## src/rtl/mcr_pkg.sv

```systemverilog
package mcr_pkg;

  // Transition report passed from the input stage to the rest of the block.
  typedef struct packed {
    logic hit;    // synchronized line changed level this cycle
    logic prior;  // synchronized level a quarter bit ago
  } mcr_edge_t;

  function automatic int unsigned cnt_bits(input int unsigned maxv);
    return $clog2(maxv + 1);
  endfunction

endpackage

```

## src/rtl/mcr_sync.sv

```systemverilog
module mcr_sync #(
  parameter int unsigned QTR = 4
) (
  input  logic               clk,
  input  logic               rst_ni,
  input  logic               line_i,
  output mcr_pkg::mcr_edge_t edge_o
);

  logic           meta_q, lvl_q, lvl_d_q;
  logic [QTR-1:0] hist_q, hist_d;

  generate
    if (QTR == 1) begin : g_hist_one
      always_comb hist_d = lvl_q;
    end else begin : g_hist_many
      always_comb hist_d = {hist_q[QTR-2:0], lvl_q};
    end
  endgenerate

  always_ff @(posedge clk or negedge rst_ni) begin
    if (!rst_ni) begin
      meta_q  <= 1'b0;
      lvl_q   <= 1'b0;
      lvl_d_q <= 1'b0;
      hist_q  <= '0;
    end else begin
      meta_q  <= line_i;
      lvl_q   <= meta_q;
      lvl_d_q <= lvl_q;
      hist_q  <= hist_d;
    end
  end

  assign edge_o = '{hit: lvl_q ^ lvl_d_q, prior: hist_q[QTR-1]};


  sync_two_stage_chk: assert property (@(posedge clk) disable iff (!rst_ni)
    $rose(lvl_q) |-> $past(meta_q));

endmodule

```

## src/rtl/mcr_interval.sv

```systemverilog
module mcr_interval #(
  parameter int unsigned BIT_CYC = 16
) (
  input  logic clk,
  input  logic rst_ni,
  input  logic hit_i,
  output logic accept_o,
  output logic good_o,
  output logic expired_o
);

  localparam int unsigned TO    = (3 * BIT_CYC) / 2;
  localparam int unsigned THR   = (3 * BIT_CYC) / 4;
  localparam int unsigned LO    = BIT_CYC - BIT_CYC / 4;
  localparam int unsigned HI    = BIT_CYC + BIT_CYC / 4;
  localparam int unsigned CNT_W = mcr_pkg::cnt_bits(TO);

  localparam logic [CNT_W-1:0] TO_C  = CNT_W'(TO);
  localparam logic [CNT_W-1:0] THR_C = CNT_W'(THR);
  localparam logic [CNT_W-1:0] LO_C  = CNT_W'(LO);
  localparam logic [CNT_W-1:0] HI_C  = CNT_W'(HI);

  logic [CNT_W-1:0] cnt_q, cnt_d;
  logic             cnt_en;

  // Cycles since the last accepted transition, saturating at the timeout.
  always_comb begin
    accept_o  = hit_i && (cnt_q > THR_C);
    good_o    = (cnt_q >= LO_C) && (cnt_q <= HI_C);
    expired_o = (cnt_q >= TO_C);
    cnt_en    = accept_o || !expired_o;
    cnt_d     = accept_o ? CNT_W'(1) : cnt_q + 1'b1;
  end

  always_ff @(posedge clk or negedge rst_ni) begin
    if (!rst_ni) begin
      cnt_q <= TO_C;
    end else if (cnt_en) begin
      cnt_q <= cnt_d;
    end
  end


  accept_spacing_chk: assert property (@(posedge clk) disable iff (!rst_ni)
    accept_o |=> !accept_o);


  first_after_idle_chk: assert property (@(posedge clk) disable iff (!rst_ni)
    (expired_o && hit_i) |-> !good_o);

endmodule

```

## src/rtl/mcr_lock.sv

```systemverilog
module mcr_lock #(
  parameter int unsigned LOCK_RUN = 8
) (
  input  logic clk,
  input  logic rst_ni,
  input  logic accept_i,
  input  logic good_i,
  input  logic expired_i,
  output logic lock_o
);

  localparam int unsigned RUN_W = mcr_pkg::cnt_bits(LOCK_RUN);
  localparam logic [RUN_W-1:0] RUN_MAX  = RUN_W'(LOCK_RUN);
  localparam logic [RUN_W-1:0] RUN_LAST = RUN_W'(LOCK_RUN - 1);

  logic [RUN_W-1:0] run_q, run_d;
  logic             lock_q, lock_d;
  logic             upd_en;

  always_comb begin
    upd_en = expired_i || accept_i;
    run_d  = run_q;
    lock_d = lock_q;
    if (expired_i) begin
      run_d  = '0;
      lock_d = 1'b0;
    end else if (accept_i) begin
      if (good_i) begin
        run_d  = (run_q == RUN_MAX) ? run_q : run_q + 1'b1;
        lock_d = lock_q || (run_q >= RUN_LAST);
      end else begin
        run_d  = '0;
      end
    end
  end

  always_ff @(posedge clk or negedge rst_ni) begin
    if (!rst_ni) begin
      run_q  <= '0;
      lock_q <= 1'b0;
    end else if (upd_en) begin
      run_q  <= run_d;
      lock_q <= lock_d;
    end
  end

  assign lock_o = lock_q;


  lock_on_good_edge_chk: assert property (@(posedge clk) disable iff (!rst_ni)
    $rose(lock_o) |-> $past(accept_i && good_i));


  lock_timeout_chk: assert property (@(posedge clk) disable iff (!rst_ni)
    expired_i |=> !lock_o);

endmodule

```

## src/rtl/mcr_clkgen.sv

```systemverilog
module mcr_clkgen #(
  parameter int unsigned HALF = 8
) (
  input  logic clk,
  input  logic rst_ni,
  input  logic accept_i,
  input  logic prior_i,
  output logic rclk_o,
  output logic rdata_o
);

  localparam int unsigned PH_W = mcr_pkg::cnt_bits(HALF);
  localparam logic [PH_W-1:0] PH_END = PH_W'(HALF);

  logic [PH_W-1:0] ph_q, ph_d;
  logic            rclk_q, rclk_d;
  logic            data_q;
  logic            ph_en;

  always_comb begin
    ph_en  = accept_i || rclk_q;
    ph_d   = ph_q;
    rclk_d = rclk_q;
    if (accept_i) begin
      ph_d   = PH_W'(1);
      rclk_d = 1'b1;
    end else if (ph_q == PH_END) begin
      rclk_d = 1'b0;
    end else begin
      ph_d   = ph_q + 1'b1;
    end
  end

  always_ff @(posedge clk or negedge rst_ni) begin
    if (!rst_ni) begin
      ph_q   <= '0;
      rclk_q <= 1'b0;
    end else if (ph_en) begin
      ph_q   <= ph_d;
      rclk_q <= rclk_d;
    end
  end

  always_ff @(posedge clk or negedge rst_ni) begin
    if (!rst_ni) begin
      data_q <= 1'b0;
    end else if (accept_i) begin
      data_q <= prior_i;
    end
  end

  assign rclk_o  = rclk_q;
  assign rdata_o = data_q;


  rise_follows_accept_chk: assert property (@(posedge clk) disable iff (!rst_ni)
    accept_i |=> rclk_o);


  rise_only_on_accept_chk: assert property (@(posedge clk) disable iff (!rst_ni)
    $rose(rclk_o) |-> $past(accept_i));


  data_moves_on_accept_chk: assert property (@(posedge clk) disable iff (!rst_ni)
    !$stable(rdata_o) |-> $past(accept_i));

endmodule

```

## src/rtl/manchester_clk_recover.sv

```systemverilog
module manchester_clk_recover #(
  parameter int unsigned BIT_CYC  = 16,
  parameter int unsigned LOCK_RUN = 8
) (
  input  logic clk,
  input  logic rst_n,
  input  logic manch_i,
  output logic rec_clk_o,
  output logic rec_data_o,
  output logic lock_o
);

  localparam int unsigned HALF = BIT_CYC / 2;
  localparam int unsigned QTR  = BIT_CYC / 4;

  logic               rs_q1, rs_q2;
  logic               rst_ni;
  mcr_pkg::mcr_edge_t edge_w;
  logic               accept_w, good_w, expired_w;

  // Reset asserts at once and leaves on the second clock edge.
  always_ff @(posedge clk or negedge rst_n) begin
    if (!rst_n) begin
      rs_q1 <= 1'b0;
      rs_q2 <= 1'b0;
    end else begin
      rs_q1 <= 1'b1;
      rs_q2 <= rs_q1;
    end
  end
  assign rst_ni = rs_q2;

  mcr_sync #(.QTR(QTR)) u_sync (
    .clk    (clk),
    .rst_ni (rst_ni),
    .line_i (manch_i),
    .edge_o (edge_w)
  );

  mcr_interval #(.BIT_CYC(BIT_CYC)) u_interval (
    .clk       (clk),
    .rst_ni    (rst_ni),
    .hit_i     (edge_w.hit),
    .accept_o  (accept_w),
    .good_o    (good_w),
    .expired_o (expired_w)
  );

  mcr_lock #(.LOCK_RUN(LOCK_RUN)) u_lock (
    .clk       (clk),
    .rst_ni    (rst_ni),
    .accept_i  (accept_w),
    .good_i    (good_w),
    .expired_i (expired_w),
    .lock_o    (lock_o)
  );

  mcr_clkgen #(.HALF(HALF)) u_clkgen (
    .clk      (clk),
    .rst_ni   (rst_ni),
    .accept_i (accept_w),
    .prior_i  (edge_w.prior),
    .rclk_o   (rec_clk_o),
    .rdata_o  (rec_data_o)
  );


  reset_quiet_chk: assert property (@(posedge clk)
    !rst_ni |=> (!rec_clk_o && !lock_o) || rst_ni);

endmodule

```

## config.mk

```make
export PLATFORM = sky130hd
export DESIGN_NAME = manchester_clk_recover
export DESIGN_NICKNAME = d
export VERILOG_FILES = /design/src/rtl/mcr_pkg.sv /design/src/rtl/mcr_sync.sv /design/src/rtl/mcr_interval.sv /design/src/rtl/mcr_lock.sv /design/src/rtl/mcr_clkgen.sv /design/src/rtl/manchester_clk_recover.sv
export SDC_FILE = /design/constraint.sdc
export NUM_CORES = 1
export LEC_CHECK = 0
export BUFFER_PORTS_ARGS = -buffer_cell sky130_fd_sc_hd__buf_2
export CORE_MARGIN = 4
export CORE_UTILIZATION = 58
export DETAILED_ROUTE_END_ITERATION = 12
export GPL_ROUTABILITY_DRIVEN = 0
export MAX_ROUTING_LAYER = met4
export PLACE_DENSITY_LB_ADDON = 0.08
export SYNTH_ARGS = -nofsm -noshare
export SYNTH_HDL_FRONTEND = slang
export SYNTH_SLANG_ARGS = --single-unit
```

## constraint.sdc

```tcl
create_clock -name clk -period 0.8 [get_ports clk]
set_input_delay 0.16 -clock clk [delete_from_list [all_inputs] [get_ports clk]]
set_output_delay 0.16 -clock clk [all_outputs]
set_load 0.02 [all_outputs]
```

==> reports/summary.txt <==
run status - complete, but fails checks
failing checks - negative setup slack
HP Class - in -> async
layout cells sized above 1 - 56.9%
post-synthesis simple-gate area fraction - 14.2%
Layout area overhead - 50.7%
minimum clock period - 1540 ps
CTS tree - built
# port buffers - 5
P_int - 4210 uW
Final Power - 7120 uW
commonest non-fill, non-tap cells in the layout - buf_4 (33), dfrtp_1 (20), buf_6 (9), nand2_1 (7)
Adder-Cell Fraction of Synth Area - 6.46%
Synth Area in Compound Gates - 15.6%
Layout Utilization - 96.2%
TritonCTS Buffers - 3
total grt overflow - 0
sw frac - 40.9%
core footprint - 1820 um^2
setup ws final - -738 ps
biggest area consumer among synthesized cells - dfrtp_1
initial antenna violation count - 0
global-route wire length before repair - 5.41 mm
WL final - 4.18 mm
Vias per Instance - 6.24
Seq cells post-synth - 24
pwr dens - 4070 nW/um^2
top cells by area, synth - dfrtp_1 (47%), ha_1 (6.5%), dfstp_2 (4.5%)
Seq pwr share - 28.6%
commonest non-fill, non-tap cell in the layout - buf_4
setup TNS - -9960 ps
Crit path arrival time - 1770 ps
Initial Utilization - 63.8%
fin area - 1750 um^2
crit start category - flip-flop
Comb pwr share - 58.9%
clk sinks - 24
remaining antenna violation count after routing - 0
drt first-iter violations - 61
Final nets - 163
Leakage - 0.000827 uW
vias in the first global route - 1119
total of max-cap violations - 0
H-tree Lvls - 1
setup violators final - 19
Post-Route Skew - 2.20 ps
pin count of the biggest net entering global routing - 23
Initial DRT Pass Iterations - 4
CP Class - reg -> reg
xor and xnor area share after synthesis - 4.63%
antenna diode count - 0
maximum root-to-sink buffer count - 2
I/O pins - 6
clk root buf - clkbuf_4
RSZ-0062 raised after global routing - yes
routed len/inst - 23.5 um
Die W - 52.8 um
largest family of logic cells by synthesized area - compound AO/OA/AOI/OAI gates
final hold vios - 0
Synth Warn # - 0
Post-Syn Instances - 105
clock group share of total power - 12.4%
hpwl dp - 1.84 mm
most used flip-flop cell after synthesis - dfrtp_1
switching power - 2910 uW
die area - 2780 um^2
all-layer global routing usage - 28.7%
Yosys top cell area share - 47.4%
ys async rst share - 100%
worst-path maximum fanout - 7
clock slew at reported path FFs - 130 ps
VDD IR max - 2.71 mV
fmax - 0.650 GHz
Hold Slack - 150 ps
worst endpoint required time - 1030 ps
Synth cell types - 38
Rows - 15
Worst Setup End Kind - flip-flop
Slew Limit Fails - 0
die height - 52.8 um
EDFF count, synth - 0
syn nets - 114
DRC viols - 0
Synth Cell Area - 1160 um^2
Seq/Total Area, Yosys - 51.9%
Tcrit/Tclk final - 192%
via count - 1110
syn_area_per_cell - 11.1 um^2
mux cell area share after synthesis - 2.58%
Worst-Skew Late Latency - 320 ps
Placed Area - 1450 um^2
==> cells in the mapped netlist, drive strengths merged, types with 2 or more instances <==
cell     n
nand4    3
xor2     3
nor2     4
nor2b    2
inv      7
a21oi    7
nand3    5
or3      2
ha       6
o21a     2
dfrtp   22
nand2   12
o21ai    5
mux2i    3
dfstp    2
buf      3
a31oi    2
nand3b   2
nor3     2
==> kinds of logic (layout without fill, tap and decap cells) <==
logic type | Yosys count | count (layout)
flops | 24 | 24
xor+xnor | 4 | 4
mux | 3 | 3
fa+ha+maj | 6 | 6
other cells | 1 | 1
compound gates | 24 | 24
buf+inv | 10 | 58
simple gates | 33 | 33
==> power groups by stage <==
stage	registers, uW	clock network [uW]	logic, uW
after floorplan	1950	0	1610
after global placement	1920	0	2550
after detailed placement	1940	0	2700
after CTS	1950	895	3280
after global routing	2060	933	4410
final	2040	887	4200
==> registers in the layout (all words and copies together) (netlist names) <==
register,cells
u_interval.cnt_q,5
u_clkgen.ph_q,4
u_lock.run_q,4
u_sync.hist_q,4
rs_q1,1
rs_q2,1
u_clkgen.rclk_o,1
u_clkgen.rdata_o,1
u_lock.lock_o,1
u_sync.lvl_q,1
u_sync.meta_q,1
==> area by class of cell <==
type / instances / area, um^2
Fill cell: 39 / 68.8
Timing Repair Buffer: 47 / 399
Multi-Input combinational cell: 71 / 637
Inverter: 7 / 26.3
Clock inverter: 1 / 30.0
Sequential cell: 24 / 606
Tap cell: 25 / 31.3
Clock buffer: 3 / 22.5
==> worst paths after layout <==
path	to	from	slack, ps	depth (start not counted)
hold / removal	rs_q2$_DFF_PN0_	rst_n	150	2
min in group clk	u_sync.lvl_q$_DFF_PN0_	u_sync.meta_q$_DFF_PN0_	380	0
setup / recovery	u_lock.run_q[1]$_DFFE_PN0P_	u_interval.cnt_q[3]$_DFFE_PN1P_	-740	4
setup reg to reg	u_lock.run_q[1]$_DFFE_PN0P_	u_interval.cnt_q[3]$_DFFE_PN1P_	-740	4
max in group asynchronous	u_interval.cnt_q[4]$_DFFE_PN1P_	rs_q2$_DFF_PN0_	340	1
hold reg to reg	u_lock.run_q[2]$_DFFE_PN0P_	rs_q2$_DFF_PN0_	240	1
==> layer usage <==
metal | part of all wire [%] | up-vias | global-route usage (%)
met2 | 50 | 93 | 51.0
met3 | 9.5 | 28 | 5.41
met5 | 0 | - | -
met1 | 35 | 536 | 30.3
met4 | 5.5 | 0 | 14.0
li1 | - | 453 | -
==> metrics by stage <==
stage                     setup WS [ps]  instances
after floorplan                    -492        105
after global placement             -479        161
after detailed placement           -534        161
after CTS                          -524        172
after global routing               -816        178
final                              -738        178
==> critical path, cell delays in order (launching register included) <==
cell and delay, ps:
dfstp_2 640, nand2_2 120, o22ai_4 310, nand2_1 150
mux2i_1 230
==> timing repair <==
item	in CTS	in global routing
endpoints found under the setup margin	19	19
pin swaps	11	10
hold endpoints to repair	3	0
gates resized for setup	27	13
hold buffers	2	0
setup buffers	5	6
Note: power is estimated with default switching activity, not from simulation.
